===== src/rtl/pwmsp_pkg.sv =====
package pwmsp_pkg;
  localparam int REG_W     = 32;
  localparam int PS_W      = 8;
  localparam int CTRL_OFF  = 'h50;
  localparam int IRQ_OFF   = 'h54;
  localparam int PS_LO_LSB = 0;
  localparam int PS_HI_LSB = 11;
  localparam int RUN_BIT   = 9;
  localparam int IRQ_BIT   = 0;
  localparam int NIB_W     = PS_W / 2;
endpackage


===== src/rtl/pwmsp_regs.sv =====
module pwmsp_regs
  import pwmsp_pkg::*;
#(
  parameter int NUM_CH = 4,
  parameter int ADDR_W = 8,
  parameter int CNT_W  = 8
) (
  input  logic                         clk,
  input  logic                         rst,
  input  logic                         wr_en,
  input  logic                         rd_en,
  input  logic [ADDR_W-1:0]            addr,
  input  logic [REG_W-1:0]             wdata,
  output logic [REG_W-1:0]             rdata,
  output logic [NUM_CH-1:0][CNT_W-1:0] duty,
  output logic                         run,
  output logic [PS_W-1:0]              prescale,
  output logic                         irq_en
);
  localparam int WORD_W = ADDR_W - 2;
  localparam logic [WORD_W-1:0] CTRL_WORD = WORD_W'(CTRL_OFF / 4);
  localparam logic [WORD_W-1:0] IRQ_WORD  = WORD_W'(IRQ_OFF / 4);

  logic [WORD_W-1:0] word;
  logic              aligned;
  logic              ctrl_hit;
  logic              irq_hit;
  logic [NUM_CH-1:0] duty_hit;
  logic [REG_W-1:0]  rd_next;
  logic              unused_wdata;

  assign word     = addr[ADDR_W-1:2];
  assign aligned  = (addr[1:0] == 2'b00);
  assign ctrl_hit = aligned && (word == CTRL_WORD);
  assign irq_hit  = aligned && (word == IRQ_WORD);
  assign unused_wdata = ^wdata;

  generate
    for (genvar g = 0; g < NUM_CH; g++) begin : g_hit
      assign duty_hit[g] = aligned && (word == WORD_W'(g));
    end
  endgenerate

  always_ff @(posedge clk) begin
    if (rst) begin
      duty     <= '0;
      run      <= 1'b0;
      prescale <= '0;
      irq_en   <= 1'b0;
    end else if (wr_en) begin
      if (ctrl_hit) begin
        prescale <= {wdata[PS_HI_LSB +: NIB_W], wdata[PS_LO_LSB +: NIB_W]};
        run      <= wdata[RUN_BIT];
      end
      if (irq_hit) begin
        irq_en <= wdata[IRQ_BIT];
      end
      for (int i = 0; i < NUM_CH; i++) begin
        if (duty_hit[i]) begin
          duty[i] <= wdata[CNT_W-1:0];
        end
      end
    end
  end

  always_comb begin
    rd_next = '0;
    if (ctrl_hit) begin
      rd_next[PS_LO_LSB +: NIB_W] = prescale[NIB_W-1:0];
      rd_next[PS_HI_LSB +: NIB_W] = prescale[PS_W-1:NIB_W];
      rd_next[RUN_BIT]            = run;
    end
    if (irq_hit) begin
      rd_next[IRQ_BIT] = irq_en;
    end
    for (int i = 0; i < NUM_CH; i++) begin
      if (duty_hit[i]) begin
        rd_next[CNT_W-1:0] = duty[i];
      end
    end
  end

  always_ff @(posedge clk) begin
    if (rst) begin
      rdata <= '0;
    end else if (rd_en) begin
      rdata <= rd_next;
    end else begin
      rdata <= '0;
    end
  end
endmodule


===== src/rtl/pwmsp_timebase.sv =====
module pwmsp_timebase #(
  parameter int CNT_W = 8,
  parameter int PS_W  = 8
) (
  input  logic             clk,
  input  logic             rst,
  input  logic             run,
  input  logic [PS_W-1:0]  prescale,
  output logic             tick,
  output logic             wrap,
  output logic [CNT_W-1:0] loc
);
  logic [PS_W-1:0] ps_cnt;

  assign tick = run && (ps_cnt >= prescale);
  assign wrap = tick && (loc == '1);

  always_ff @(posedge clk) begin
    if (rst || !run) begin
      ps_cnt <= '0;
      loc    <= '0;
    end else if (tick) begin
      ps_cnt <= '0;
      loc    <= loc + 1'b1;
    end else begin
      ps_cnt <= ps_cnt + 1'b1;
    end
  end
endmodule


===== src/rtl/pwmsp_channel.sv =====
module pwmsp_channel #(
  parameter int CNT_W = 8
) (
  input  logic             clk,
  input  logic             rst,
  input  logic             run,
  input  logic             wrap,
  input  logic [CNT_W-1:0] loc,
  input  logic [CNT_W-1:0] duty,
  output logic [CNT_W-1:0] act,
  output logic             out
);
  always_ff @(posedge clk) begin
    if (rst) begin
      act <= '0;
      out <= 1'b0;
    end else begin
      if (!run || wrap) begin
        act <= duty;
      end
      out <= run && (loc <= act);
    end
  end
endmodule


===== src/rtl/pwm_shared_period.sv =====
module pwm_shared_period
  import pwmsp_pkg::*;
#(
  parameter int NUM_CH = 4,
  parameter int ADDR_W = 8,
  parameter int CNT_W  = 8
) (
  input  logic              clk,
  input  logic              rst,
  input  logic              wr_en,
  input  logic              rd_en,
  input  logic [ADDR_W-1:0] addr,
  input  logic [REG_W-1:0]  wdata,
  output logic [REG_W-1:0]  rdata,
  output logic              irq_en,
  output logic [NUM_CH-1:0] pwm_out
);
  logic [NUM_CH-1:0][CNT_W-1:0] duty;
  logic [NUM_CH-1:0][CNT_W-1:0] act_duty;
  logic                         run;
  logic [PS_W-1:0]              prescale;
  logic                         tick;
  logic                         wrap;
  logic [CNT_W-1:0]             loc;

  pwmsp_regs #(
    .NUM_CH(NUM_CH),
    .ADDR_W(ADDR_W),
    .CNT_W (CNT_W)
  ) u_regs (
    .clk     (clk),
    .rst     (rst),
    .wr_en   (wr_en),
    .rd_en   (rd_en),
    .addr    (addr),
    .wdata   (wdata),
    .rdata   (rdata),
    .duty    (duty),
    .run     (run),
    .prescale(prescale),
    .irq_en  (irq_en)
  );

  pwmsp_timebase #(
    .CNT_W(CNT_W),
    .PS_W (PS_W)
  ) u_tb (
    .clk     (clk),
    .rst     (rst),
    .run     (run),
    .prescale(prescale),
    .tick    (tick),
    .wrap    (wrap),
    .loc     (loc)
  );

  generate
    for (genvar c = 0; c < NUM_CH; c++) begin : g_ch
      pwmsp_channel #(
        .CNT_W(CNT_W)
      ) u_ch (
        .clk (clk),
        .rst (rst),
        .run (run),
        .wrap(wrap),
        .loc (loc),
        .duty(duty[c]),
        .act (act_duty[c]),
        .out (pwm_out[c])
      );
    end
  endgenerate
endmodule


===== config.mk =====
export PLATFORM = sky130hd
export DESIGN_NAME = pwm_shared_period
export DESIGN_NICKNAME = d
export VERILOG_FILES = /design/src/rtl/pwmsp_pkg.sv /design/src/rtl/pwmsp_regs.sv /design/src/rtl/pwmsp_timebase.sv /design/src/rtl/pwmsp_channel.sv /design/src/rtl/pwm_shared_period.sv
export SDC_FILE = /design/constraint.sdc
export NUM_CORES = 1
export LEC_CHECK = 0
export BUFFER_PORTS_ARGS = -buffer_cell sky130_fd_sc_hd__buf_2
export CELL_PAD_IN_SITES_DETAIL_PLACEMENT = 0
export CELL_PAD_IN_SITES_GLOBAL_PLACEMENT = 1
export CORE_ASPECT_RATIO = 1.5
export CORE_UTILIZATION = 43
export DETAILED_ROUTE_END_ITERATION = 12
export PLACE_DENSITY = 0.8
export SYNTH_ARGS = -nofsm -noshare
export SYNTH_HDL_FRONTEND = slang
export SYNTH_HIERARCHICAL = 1
export SYNTH_SLANG_ARGS = --single-unit
export TNS_END_PERCENT = 10

===== constraint.sdc =====
create_clock -name clk -period 2.82 [get_ports clk]
set_input_delay 0.141 -clock clk [delete_from_list [all_inputs] [get_ports clk]]
set_output_delay 0.141 -clock clk [all_outputs]
set_load 0.02 [all_outputs]

After elaboration in Yosys (flattened, before gate mapping). Cells that the tools add are included.

Muxes and demuxes: 6. Reduce and logical (&&, ||, !) cells: 26. Order comparisons: 5. Add/subtract/negate cells: 2. Equality and inequality tests: 6. Bitwise operators: 2.

Operator list (number): $le A8 B8 Y1 (4); $mux W8 (4); $add A8 B1 Y8 const B (2); $eq A6 B2 Y1 const B (2); $eq A6 B5 Y1 const B (2); $logic_and A1 B1 Y1 (12); $reduce_and A2 Y1 (6); $eq A8 B8 Y1 const B (1); $ge A8 B8 Y1 (1); $eq A6 B1 Y1 const B (1); $logic_not A6 Y1 (1); $mux W4 (1); $reduce_or A2 Y1 (2); $reduce_or A3 Y1 (1); $logic_not A2 Y1 (1); $logic_or A1 B1 Y1 (2); $not A1 Y1 (2); $logic_not A1 Y1 (1); $mux W1 (1).

Word-level logic and storage cells: 67. Flip-flop bits (word level): 126. Input bits: 44.

Logic depth before layout (Yosys ltp).
Depth after elaboration: 8. Mapped depth: 13.

Hierarchy. The synthesis kept the hierarchy.

By module, submodules not included: pwmsp_regs (times used 1, cells an instance 244, area each 2372.3 sq um); pwmsp_channel at g_ch[0].u_ch ... (times used 3, cells an instance 64, area each 518.0 sq um); pwmsp_timebase (times used 1, cells an instance 104, area each 904.6 sq um); pwmsp_channel at g_ch[3].u_ch (times used 1, cells an instance 64, area each 516.7 sq um).

Least setup slack after synthesis. Ideal clock, no wire load.

Kind: register to register. Start point: reg u_tb.ps_cnt[0]. End point: reg g_ch[3].u_ch.act[1]. Slack: 0.402 ns. Cell stages (with the launch flop): 13. Clock period less this slack: 2.418 ns. Required time: 2.706 ns. Arrival: 2.304 ns. Cells stage by stage: dfxtp_1 -> inv_1 -> ha_1 -> nand2b_1 -> a2111o_1 -> a21oi_4 -> nor2b_1 -> and4_1 -> nand2b_1 -> clkbuf_1 -> buf_2 -> a21oi_1 -> nor2_1.

Word-level cells in the longest chain between the ends: 4.

Ends and longest elaborated chain: start: declaration (line pwmsp_timebase.sv:13) `logic [PS_W-1:0] ps_cnt;`; start signal: assignment (line pwmsp_timebase.sv:26) `ps_cnt <= ps_cnt + 1'b1;`; $ge A8 B8 Y1 (line pwmsp_timebase.sv:15) `assign tick = run && (ps_cnt >= prescale);`; $logic_and A1 B1 Y1 (line pwmsp_timebase.sv:15); named net tick (line pwm_shared_period.sv:22) `logic tick;`; $logic_and A1 B1 Y1 (line pwmsp_timebase.sv:16) `assign wrap = tick && (loc == '1);`; named net wrap (line pwm_shared_period.sv:23) `logic wrap;`; $logic_or A1 B1 Y1 (line pwmsp_channel.sv:18) `if (!run || wrap) begin`; end signal: assignment (line pwmsp_channel.sv:19) `act <= duty;`; end: declaration (line pwmsp_channel.sv:10) `output logic [CNT_W-1:0] act,`.

The timed path passes the listed nets, and every way through them passes these cells. A chain may end at the register's enable or synchronous reset.

Worst setup path in the final report.
Start point: reg u_tb.ps_cnt[0]. End point: reg g_ch[2].u_ch.act[3].

Word-level cells in the longest chain between the ends: 4.

Ends and longest elaborated chain (line): $ge A8 B8 Y1 (pwmsp_timebase.sv:15); $logic_and A1 B1 Y1 (pwmsp_timebase.sv:15); named net tick (pwm_shared_period.sv:22); $logic_and A1 B1 Y1 (pwmsp_timebase.sv:16); named net wrap (pwm_shared_period.sv:23); $logic_or A1 B1 Y1 (pwmsp_channel.sv:18); end signal: assignment (pwmsp_channel.sv:19); end: declaration (pwmsp_channel.sv:10).

The timed path passes the listed nets, and every way through them passes these cells.

==> results.cfg <==
[outcome]
status = finished clean

[global_route]
grt_max_degree = 38
antenna_found_initial = 0
track_usage_pct = 20.9
grt_pass1_vias = 4159
grt_pass1_wl_um = 20700
grt_overflow = 0

[synthesis]
ys_seq_area_share_pct = 40.1
ys_top_cells_by_area = dfxtp_1 (40%), ha_1 (9.8%), nor2_1 (7.9%), mux2i_1 (7.7%), a21oi_1 (4.8%)
async_flop_share_pct = 0
syn_area_per_cell_um2 = 8.85
yosys.area.top_type_share_pct = 40.1
synthFlopType = dfxtp_1
yosysMostFrequentCell = nor2_1
syn_area_um2 = 5350
synth-edff-count = 0
yosysUniqueCellTypes = 47
synth_seq_cells = 107
yosysWarnings = 6
ys_top_cells_by_count = nor2_1 (113), dfxtp_1 (107), a21oi_1 (51), inv_1 (47), ha_1 (42)
postSynthCellCount = 604
synth_area_leader_cell = dfxtp_1

[sta]
setup_violations = 0
slew_violations = 0
hold_slack_ns = 0.0281
fmax_ghz = 0.402
skew_ns = 0.00723
rsz0062_at_grt = no
post-route-min-period_ns = 2.49
timing.slew.headroom_pct = 52.4
max_slew.worst_pin.slew_ns = 0.708
tns_ns = 0
period_share_pct = 88.2
hold_violations = 0
layout_setup_ws_ns = 0.333

[power_and_ir_drop]
swShare_pct = 22.3
p_leak_nw = 2.33
sequentialPowerShare_pct = 50.3
powerDensity_nw_per_um2 = 508
ir_worst_vdd_mv = 0.342
p_comb_share_pct = 3.5
p_clk_share_pct = 46.2
switching_power_uw = 671
p_int_mw = 2.33

[floorplanning]
dieArea_um2 = 12900
start_util_pct = 44.3
core_um2 = 12100
die_height_um = 139
die_w_um = 93.1
row_count = 49
boundaryPins = 81

[worst_setup_path]
crit_family = simple AND/OR/NAND/NOR gates
arrival_ns = 2.71
critical_path_depth = 10
cp_slowest_cell = a2111o_1
crit_end = g_ch[2].u_ch/act[3]
critical_path_buf_inv_count = 1
reg2reg_from = u_tb/ps_cnt[0]
r2r_slack_ns = 0.33
path_cells = inv_1, ha_1, nand2b_1, a2111o_1, a21oi_4, nor2b_1, and4_1, nand2b_2, a21oi_1, nor2_1
setup.worst_path.class = register to register
start_kind = register
worstPathRequired_ns = 3.05
cp-end-kind = register
r2r_cells = 10
path_max_fanout = 15
r2r-end = g_ch[2].u_ch/act[3]
startpoint = u_tb/ps_cnt[0]
cpPeakStageDelay_ns = 0.44

[detailed_routing]
drt_wl_total_um = 12800
via_count = 4162
viasPerCell = 5.24
wl_per_cell_um = 16.1
drtIter0Drc = 170
drtPass1Iterations = 4
antenna_left = 0
drc = 0

[cts]
cts_root_buf = clkbuf_16
cts_buffers = 9
clk_path_buf_depth = 2
htree_levels = 3
cts_setup_buffers = 0
clk_pin_slew_ns = 0.08
cts_sinks = 107
cts_tree = yes
clock_latency_ns = 0.35
cts_hold_buf = 0

[layout]
antenna_cells = 0
syn_to_final_growth_pct = 10.5
drive_gt1_share_pct = 12.6
nets = 722
final_util_pct = 48.9
final-instance-count-excl-fill = 794

[place]
numPortBuffers = 42
dp.cells = 778
dp_hpwl_um = 9710
gp_congestion = 0.848
dp_slack_ns = 0.194

[hold_path]
hold_depth = 3
hold_class = input pin to register

[run]
max-cap-violations = 0
-- flip-flops by register name, summed over array words and instances, names as in the netlist --
register / count
u_regs/prescale: 8
g_ch.u_ch/out: 4
u_tb/ps_cnt: 8
u_regs/duty: 32
u_tb/loc: 8
u_regs/rdata: 13
u_regs/irq_en: 1
g_ch.u_ch/act: 32
u_regs/run: 1
-- layer usage --
layer	up-vias	global-route usage, %	routed length, um
met1	1958	22.3	4970
met5	-	0	0
met4	0	9.64	410
li1	2091	-	-
met2	87	39.2	6970
met3	26	3.29	402
-- kinds of logic (layout without fill, tap and decap cells) --
logic type / Yosys count / in the layout / synth area share [%]
flops: 107 / 107 / 40.1
buf+inv: 95 / 114 / 9.27
fa+ha+maj: 42 / 42 / 9.83
other cells: 1 / 19 / 0.0701
mux: 45 / 45 / 9.36
simple gates: 218 / 218 / 20.4
xor+xnor: 7 / 7 / 1.15
compound gates: 89 / 89 / 9.92
-- area by class of cell --
cell class              count  area, um^2
fillers                  1187        6170
well taps                 153         191
inverters                  47         176
flip-flops and latches    107        2140
clock inverters             7         111
multi-input cells         420        2790
repair buffers             51         278
clock buffers               9         225
-- per-stage QoR --
| step | instance area (um^2) | total power [mW] |
|---|---|---|
| finish | 5910 | 3.00 |
| global route | 5910 | 3.10 |
| CTS | 5900 | 3.04 |
| floorplan | 5420 | 1.64 |
| global placement | 5570 | 1.65 |
| detailed placement | 5570 | 1.65 |
-- power by group through the flow --
stage / Sequential [mW] / Clock, mW / Combinational (mW)
3_5_place_dp: 1.55 / 0 / 0.103
4_1_cts: 1.51 / 1.42 / 0.103
2_1_floorplan: 1.55 / 0 / 0.0905
6_report: 1.51 / 1.39 / 0.104
3_3_place_gp: 1.55 / 0 / 0.102
5_1_grt: 1.51 / 1.48 / 0.112
-- worst min-delay path by stage --
| stage | from | end |
|---|---|---|
| 3_5_place_dp | wdata[9] | u_regs/run |
| 6_report | wdata[9] | u_regs/run |
| 5_1_grt | wdata[12] | u_regs/prescale[5] |
| 2_1_floorplan | wdata[0] | u_regs/duty[8] |
| 4_1_cts | wdata[9] | u_regs/run |
| 3_3_place_gp | wdata[11] | u_regs/prescale[4] |
-- tightest hold or removal path, delay by kind of cell --
kind | cells | cell delay [ns]
AND/OR/NAND/NOR | 1 | 0.07
multiplexers | 1 | 0.05
buffers and inverters | 1 | 0.08
-- timing repair --
item / 4_1_cts / 5_1_grt
endpoints found under the hold margin: 0 / 0
resized for setup: 0 / 3
endpoints found under the setup margin: 0 / 19
-- placed cells by master, fill, tap and decap left out, types with 4 or more instances in the layout --
cell,count
nor2_1,113
dfxtp_1,107
a21oi_1,51
inv_1,47
ha_1,42
buf_2,42
mux2i_1,41
nand2_1,21
conb_1,19
nand4_1,12
and3_1,11
clkbuf_16,9
buf_4,9
o21ai_0,7
and2_1,7
nand3_1,7
nor2b_1,6
o21ai_1,6
xor2_1,6
a211oi_1,5
o211ai_1,5
o31ai_1,5
or3_1,5
or3b_1,4
or4b_1,4
nand2b_1,4
nor3_1,4
mux4_2,4
nor3b_1,4
No activity file was read; power rests on OpenSTA's default activity.
